**src/rtl/csi_rx_pkg.sv**
```systemverilog
package csi_rx_pkg;
  typedef enum logic [1:0] {
    VIEW_NONE = 2'd0,
    VIEW_HALF = 2'd1,
    VIEW_BYTE = 2'd2
  } view_e;
endpackage

```
**src/rtl/csi_rx_sync.sv**
```systemverilog
// Synchronizes shift clock and data together; flags shift clock rising edges.
module csi_rx_sync #(
  parameter int STAGES = 2
) (
  input  logic clk_i,
  input  logic rst_ni,
  input  logic sck_i,
  input  logic sd_i,
  output logic rise_o,
  output logic sd_o
);
  logic [STAGES-1:0] sck_q, sd_q;
  logic              sck_d_q;

  always_ff @(posedge clk_i or negedge rst_ni) begin
    if (!rst_ni) begin
      sck_q   <= '0;
      sd_q    <= '0;
      sck_d_q <= 1'b0;
    end else begin
      sck_q   <= {sck_q[STAGES-2:0], sck_i};
      sd_q    <= {sd_q[STAGES-2:0], sd_i};
      sck_d_q <= sck_q[STAGES-1];
    end
  end

  assign rise_o = sck_q[STAGES-1] & ~sck_d_q;
  assign sd_o   = sd_q[STAGES-1];
endmodule

```
**src/rtl/csi_rx_shift.sv**
```systemverilog
module csi_rx_shift #(
  parameter int W  = 16,
  parameter int NB = 8
) (
  input  logic         clk_i,
  input  logic         rst_ni,
  input  logic         en_i,
  input  logic         start_i,
  input  logic         len16_i,
  input  logic         rise_i,
  input  logic         sd_i,
  output logic         busy_o,
  output logic         load_o,
  output logic [W-1:0] word_o,
  output logic         done_o
);
  localparam int CW = $clog2(W + 1);

  logic [W-1:0]  sh_q;
  logic [CW-1:0] cnt_q;
  logic          long_q;
  logic [CW-1:0] last;

  assign last   = long_q ? CW'(W - 1) : CW'(NB - 1);
  assign word_o = {sh_q[W-2:0], sd_i};
  assign load_o = busy_o & rise_i & (cnt_q == last);

  always_ff @(posedge clk_i or negedge rst_ni) begin
    if (!rst_ni) begin
      sh_q   <= '0;
      cnt_q  <= '0;
      long_q <= 1'b0;
      busy_o <= 1'b0;
      done_o <= 1'b0;
    end else if (!en_i) begin
      sh_q   <= '0;
      cnt_q  <= '0;
      long_q <= 1'b0;
      busy_o <= 1'b0;
      done_o <= 1'b0;
    end else begin
      done_o <= load_o;
      if (start_i) begin
        sh_q   <= '0;
        cnt_q  <= '0;
        long_q <= len16_i;
        busy_o <= 1'b1;
      end else if (busy_o && rise_i) begin
        sh_q  <= word_o;
        cnt_q <= cnt_q + CW'(1);
        if (load_o) busy_o <= 1'b0;
      end
    end
  end
endmodule

```
**src/rtl/csi_rx_regs.sv**
```systemverilog
module csi_rx_regs
  import csi_rx_pkg::*;
#(
  parameter int             W         = 16,
  parameter int             AW        = 4,
  parameter logic [AW-1:0]  HALF_ADDR = 'h4,
  parameter logic [AW-1:0]  BYTE_ADDR = 'h6
) (
  input  logic          clk_i,
  input  logic          rst_ni,
  input  logic          en_i,
  input  logic          tx_mode_i,
  input  logic          busy_i,
  input  logic          load_i,
  input  logic [W-1:0]  word_i,
  input  logic [AW-1:0] addr_i,
  input  logic          rd_i,
  output logic          start_o,
  output logic [W-1:0]  buf_o,
  output logic [W-1:0]  rdata_o
);
  view_e view;

  always_comb begin
    view = VIEW_NONE;
    if (rd_i && addr_i == HALF_ADDR) view = VIEW_HALF;
    else if (rd_i && addr_i == BYTE_ADDR) view = VIEW_BYTE;
  end

  assign start_o = (view != VIEW_NONE) & en_i & ~tx_mode_i & ~busy_i;

  always_ff @(posedge clk_i or negedge rst_ni) begin
    if (!rst_ni)      buf_o <= '0;
    else if (!en_i)   buf_o <= '0;
    else if (load_i)  buf_o <= word_i;
  end

  always_comb begin
    unique case (view)
      VIEW_HALF: rdata_o = buf_o;
      VIEW_BYTE: rdata_o = {{(W-8){1'b0}}, buf_o[7:0]};
      default:   rdata_o = '0;
    endcase
  end
endmodule

```
**src/rtl/csi_rx_buf.sv**
```systemverilog
module csi_rx_buf #(
  parameter int            W         = 16,
  parameter int            NB        = 8,
  parameter int            AW        = 4,
  parameter int            STAGES    = 2,
  parameter logic [AW-1:0] HALF_ADDR = 'h4,
  parameter logic [AW-1:0] BYTE_ADDR = 'h6
) (
  input  logic          clk_i,
  input  logic          rst_ni,
  input  logic          en_i,
  input  logic          tx_mode_i,
  input  logic          len16_i,
  input  logic          sck_i,
  input  logic          sd_i,
  input  logic [AW-1:0] addr_i,
  input  logic          rd_i,
  output logic [W-1:0]  rdata_o,
  output logic          busy_o,
  output logic          done_o
);
  logic         rise_w, sd_w, start_w, load_w;
  logic [W-1:0] word_w, buf_q;

  csi_rx_sync #(.STAGES(STAGES)) u_sync (
    .clk_i, .rst_ni, .sck_i, .sd_i, .rise_o(rise_w), .sd_o(sd_w)
  );

  csi_rx_shift #(.W(W), .NB(NB)) u_shift (
    .clk_i, .rst_ni, .en_i,
    .start_i(start_w), .len16_i, .rise_i(rise_w), .sd_i(sd_w),
    .busy_o, .load_o(load_w), .word_o(word_w), .done_o
  );

  csi_rx_regs #(.W(W), .AW(AW), .HALF_ADDR(HALF_ADDR), .BYTE_ADDR(BYTE_ADDR)) u_regs (
    .clk_i, .rst_ni, .en_i, .tx_mode_i,
    .busy_i(busy_o), .load_i(load_w), .word_i(word_w),
    .addr_i, .rd_i, .start_o(start_w), .buf_o(buf_q), .rdata_o
  );
endmodule

```
**config.mk**
```make
export PLATFORM = sky130hd
export DESIGN_NAME = csi_rx_buf
export DESIGN_NICKNAME = d
export VERILOG_FILES = /design/src/rtl/csi_rx_pkg.sv /design/src/rtl/csi_rx_sync.sv /design/src/rtl/csi_rx_shift.sv /design/src/rtl/csi_rx_regs.sv /design/src/rtl/csi_rx_buf.sv
export SDC_FILE = /design/constraint.sdc
export NUM_CORES = 1
export LEC_CHECK = 0
export BUFFER_PORTS_ARGS = -buffer_cell sky130_fd_sc_hd__buf_4
export CAP_MARGIN = 20
export CORE_AREA = 2 2 64 66
export CTS_CLUSTER_DIAMETER = 100
export DETAILED_ROUTE_END_ITERATION = 8
export DIE_AREA = 0 0 66 68
export PLACE_DENSITY_LB_ADDON = 0.15
export SETUP_SLACK_MARGIN = 0.4
export SLEW_MARGIN = 20
export SYNTH_ARGS = -nofsm -noshare
export SYNTH_HDL_FRONTEND = slang
export SYNTH_SLANG_ARGS = --single-unit
```
**constraint.sdc**
```tcl
create_clock -name clk_i -period 2.01 [get_ports clk_i]
set_input_delay 0.201 -clock clk_i [delete_from_list [all_inputs] [get_ports clk_i]]
set_output_delay 0.201 -clock clk_i [all_outputs]
set_load 0.03 [all_outputs]
```
==> run metrics <==
status=completed; GPL Wtd Cong=0.803; post-synth net total=approximately 210; die height=68 µm; WS Path Type=reg -> reg; setup TNS=0 ns; drt initial violations=between 80 and 90; DR pass1 iterations=4; H-Tree Depth=2; post-synth top area cell=dfrtp_1; WL/cell=~14 µm; Synth Warn #=0; worst reg2reg startpoint=u_shift.cnt_q[0]$_DFFE_PN0P_; core box area=roughly 0.0039 mm²; hold path endpoint=u_shift.long_q$_DFFE_PN0P_; total congestion overflow=0; Layout Area Growth over Synthesis=20.8%; DR WL met2=~2100 µm; Slew Viols, Final=0; largest net degree at the start of global routing=45; routed wl met3=about 130 µm; Cells on Worst Hold Path=3; first-pass GRT wire length=6400 µm; VDD IR max=0.000563 V; Syn Inst Count=201; IO buf count=29; Power Total=approximately 1.6 mW; CTS Root Cell=clkbuf_8; FFs w/ async S/R, synth=100%; Clock Skew=0.00590 ns; top sig layer=met4; pre-CTS setup slack=0.420 ns; Tightest Pin Transition=0.620 ns; commonest cells in the netlist=60 x nand2_1, 44 x dfrtp_1, 17 x and2_1; Critical Path RT=2.23 ns; diodes inserted=0; kind of start point of the critical path=flip-flop; Relative slew margins=58.7%; max-capacitance violation count=0; Power Density=672 mW/mm²; CTS tree=yes; worst-path fanout max=10; io pins=30; R2R setup slack=0.47 ns; Post-synth EDFFs=0; Distinct cells, synth=30; Most used DFF post-synth=dfrtp_1; top post-synthesis cells by area=dfrtp_1 55%, nand2_1 11%, mux2i_1 7.9%; register area share after synthesis=between 50 and 60%; standby leakage power=roughly 1.1 nW; Final Setup Violations=0; Clock Path Buffers=2; die width=around 66 µm; DRC=0; cts bufs inserted=5; Total Wirelength=4000 µm; worst skew pair latency=~0.3 ns; crit path time final=1.54 ns; Reg2Reg Capture Point=u_regs.buf_o[0]$_DFFE_PN0P_; FILL cells=337; Finished Core Util=63.2%; endpoints failing hold=0; worst reg2reg path depth=5; total number of vias=1503; Clock transition at path regs=~0.080 ns; synthesized area per cell=10.0 µm²; Total Routing Usage GR=about a fifth; Setup crit end kind=flip-flop; fmax=0.648 GHz; cell area after synthesis=0.00202 mm²; Via density=5.27; dpl hpwl=2640 µm; clock sink count=44; top-count cell post-synth=nand2_1; number of nets in the layout=247; vias in the first global route=1376; Synth Register Bits=44; met1 wire length=1730 µm; Hold Crit Class=in -> reg; Site Rows=23; Yosys top cell area share=54.6%; Arr. time, crit path=about 1.8 ns; layout cells sized above 1=20.0%; post-route ant nets=0; Starting Density=52.3%; initial antenna violation count=0; setup ws final=0.468 ns; Die Footprint=0.00449 mm²; Hold Crit Start=len16_i; final period utilization=76.7%; RSZ-0062 raised after global routing=yes
## worst max-delay path by stage
| stage | from | end |
|---|---|---|
| global route | u_shift.cnt_q[0]$_DFFE_PN0P_ | u_regs.buf_o[4]$_DFFE_PN0P_ |
| finish | u_shift.cnt_q[0]$_DFFE_PN0P_ | u_regs.buf_o[0]$_DFFE_PN0P_ |
| detailed placement | u_shift.busy_o$_DFFE_PN0P_ | u_shift.sh_q[0]$_DFFE_PN0P_ |
| global placement | u_shift.busy_o$_DFFE_PN0P_ | u_shift.cnt_q[0]$_DFFE_PN0P_ |
| CTS | u_shift.cnt_q[0]$_DFFE_PN0P_ | u_regs.buf_o[12]$_DFFE_PN0P_ |
| floorplan | u_shift.busy_o$_DFFE_PN0P_ | u_regs.buf_o[14]$_DFFE_PN0P_ |
## stage by stage
stage	hold WS (ns)	area (µm²)	std cells
final	0.158	2440	285
after global routing	0.151	2440	285
after CTS	0.149	2420	284
after detailed placement	0.227	2260	271
after global placement	0.215	2260	271
after floorplan	-0.0946	2020	201
## kinds of logic after synthesis
logic type | after synthesis | share of synthesized area [%]
compound gates | 32 | 10.3
buf+inv | 16 | 4.59
xor+xnor | 2 | 0.868
fa+ha+maj | 1 | 0.620
simple gates | 90 | 21.1
mux | 16 | 7.94
flops | 44 | 54.6
## repair_timing
action | CTS | global route
resized for setup | 0 | 1
cloned | 0 | 0
setup buffers | 2 | 1
endpoints found under the hold margin | 46 | 0
pin swaps | 1 | 0
hold buffers | 3 | 0
endpoints found under the setup margin | 2 | 12
## layout make-up
| class | instances | area [µm²] | area share (%) |
|---|---|---|---|
| clock buffer | 6 | 72.6 | 2.98 |
| clock inverter | 2 | 35.0 | 1.44 |
| inverter | 2 | 7.51 | 0.308 |
| multi-input combinational | 141 | 840 | 34.4 |
| sequential | 44 | 1100 | 45.2 |
| tap | 50 | 62.6 | 2.57 |
| timing repair buffer | 40 | 320 | 13.1 |
## state kept, by name, summed over array words and instances, names as in the netlist
| signal | count |
|---|---|
| u_regs.buf_o | 16 |
| u_shift.sh_q | 15 |
| u_shift.cnt_q | 5 |
| u_sync.sck_q | 2 |
| u_sync.sd_q | 2 |
| u_shift.busy_o | 1 |
| u_shift.done_o | 1 |
| u_shift.long_q | 1 |
| u_sync.sck_d_q | 1 |
## cell usage in the layout (no fill, tap or decap), drive strengths merged, types with 3 or more instances in the layout
master	n
clkbuf	6
or3	3
a21oi	13
o211ai	7
buf	37
dfrtp	44
nand2	60
dlygate4sd3	3
and2	17
mux2i	16
a21boi	6
o21ai	4
## where the power goes
group	switching (mW)	internal, mW	total (mW)
combinational	0.0498	0.0330	0.0828
clock	0.294	0.369	0.663
sequential	0.00385	0.890	0.894
total	0.348	1.29	1.64
## worst max-delay path, stage by stage (launching register included)
cell and delay, ns:
dfrtp_1 0.40, ha_1 0.18, inv_1 0.09, nor4_4 0.31, buf_4 0.26, mux2i_1 0.22
## per-layer routing
metal	vias to the layer above	track usage, %
met5	-	0
met1	731	22.7
met3	7	4.44
met4	0	8.42
met2	29	33.8
li1	736	-
(Power assumes the default switching activity.)
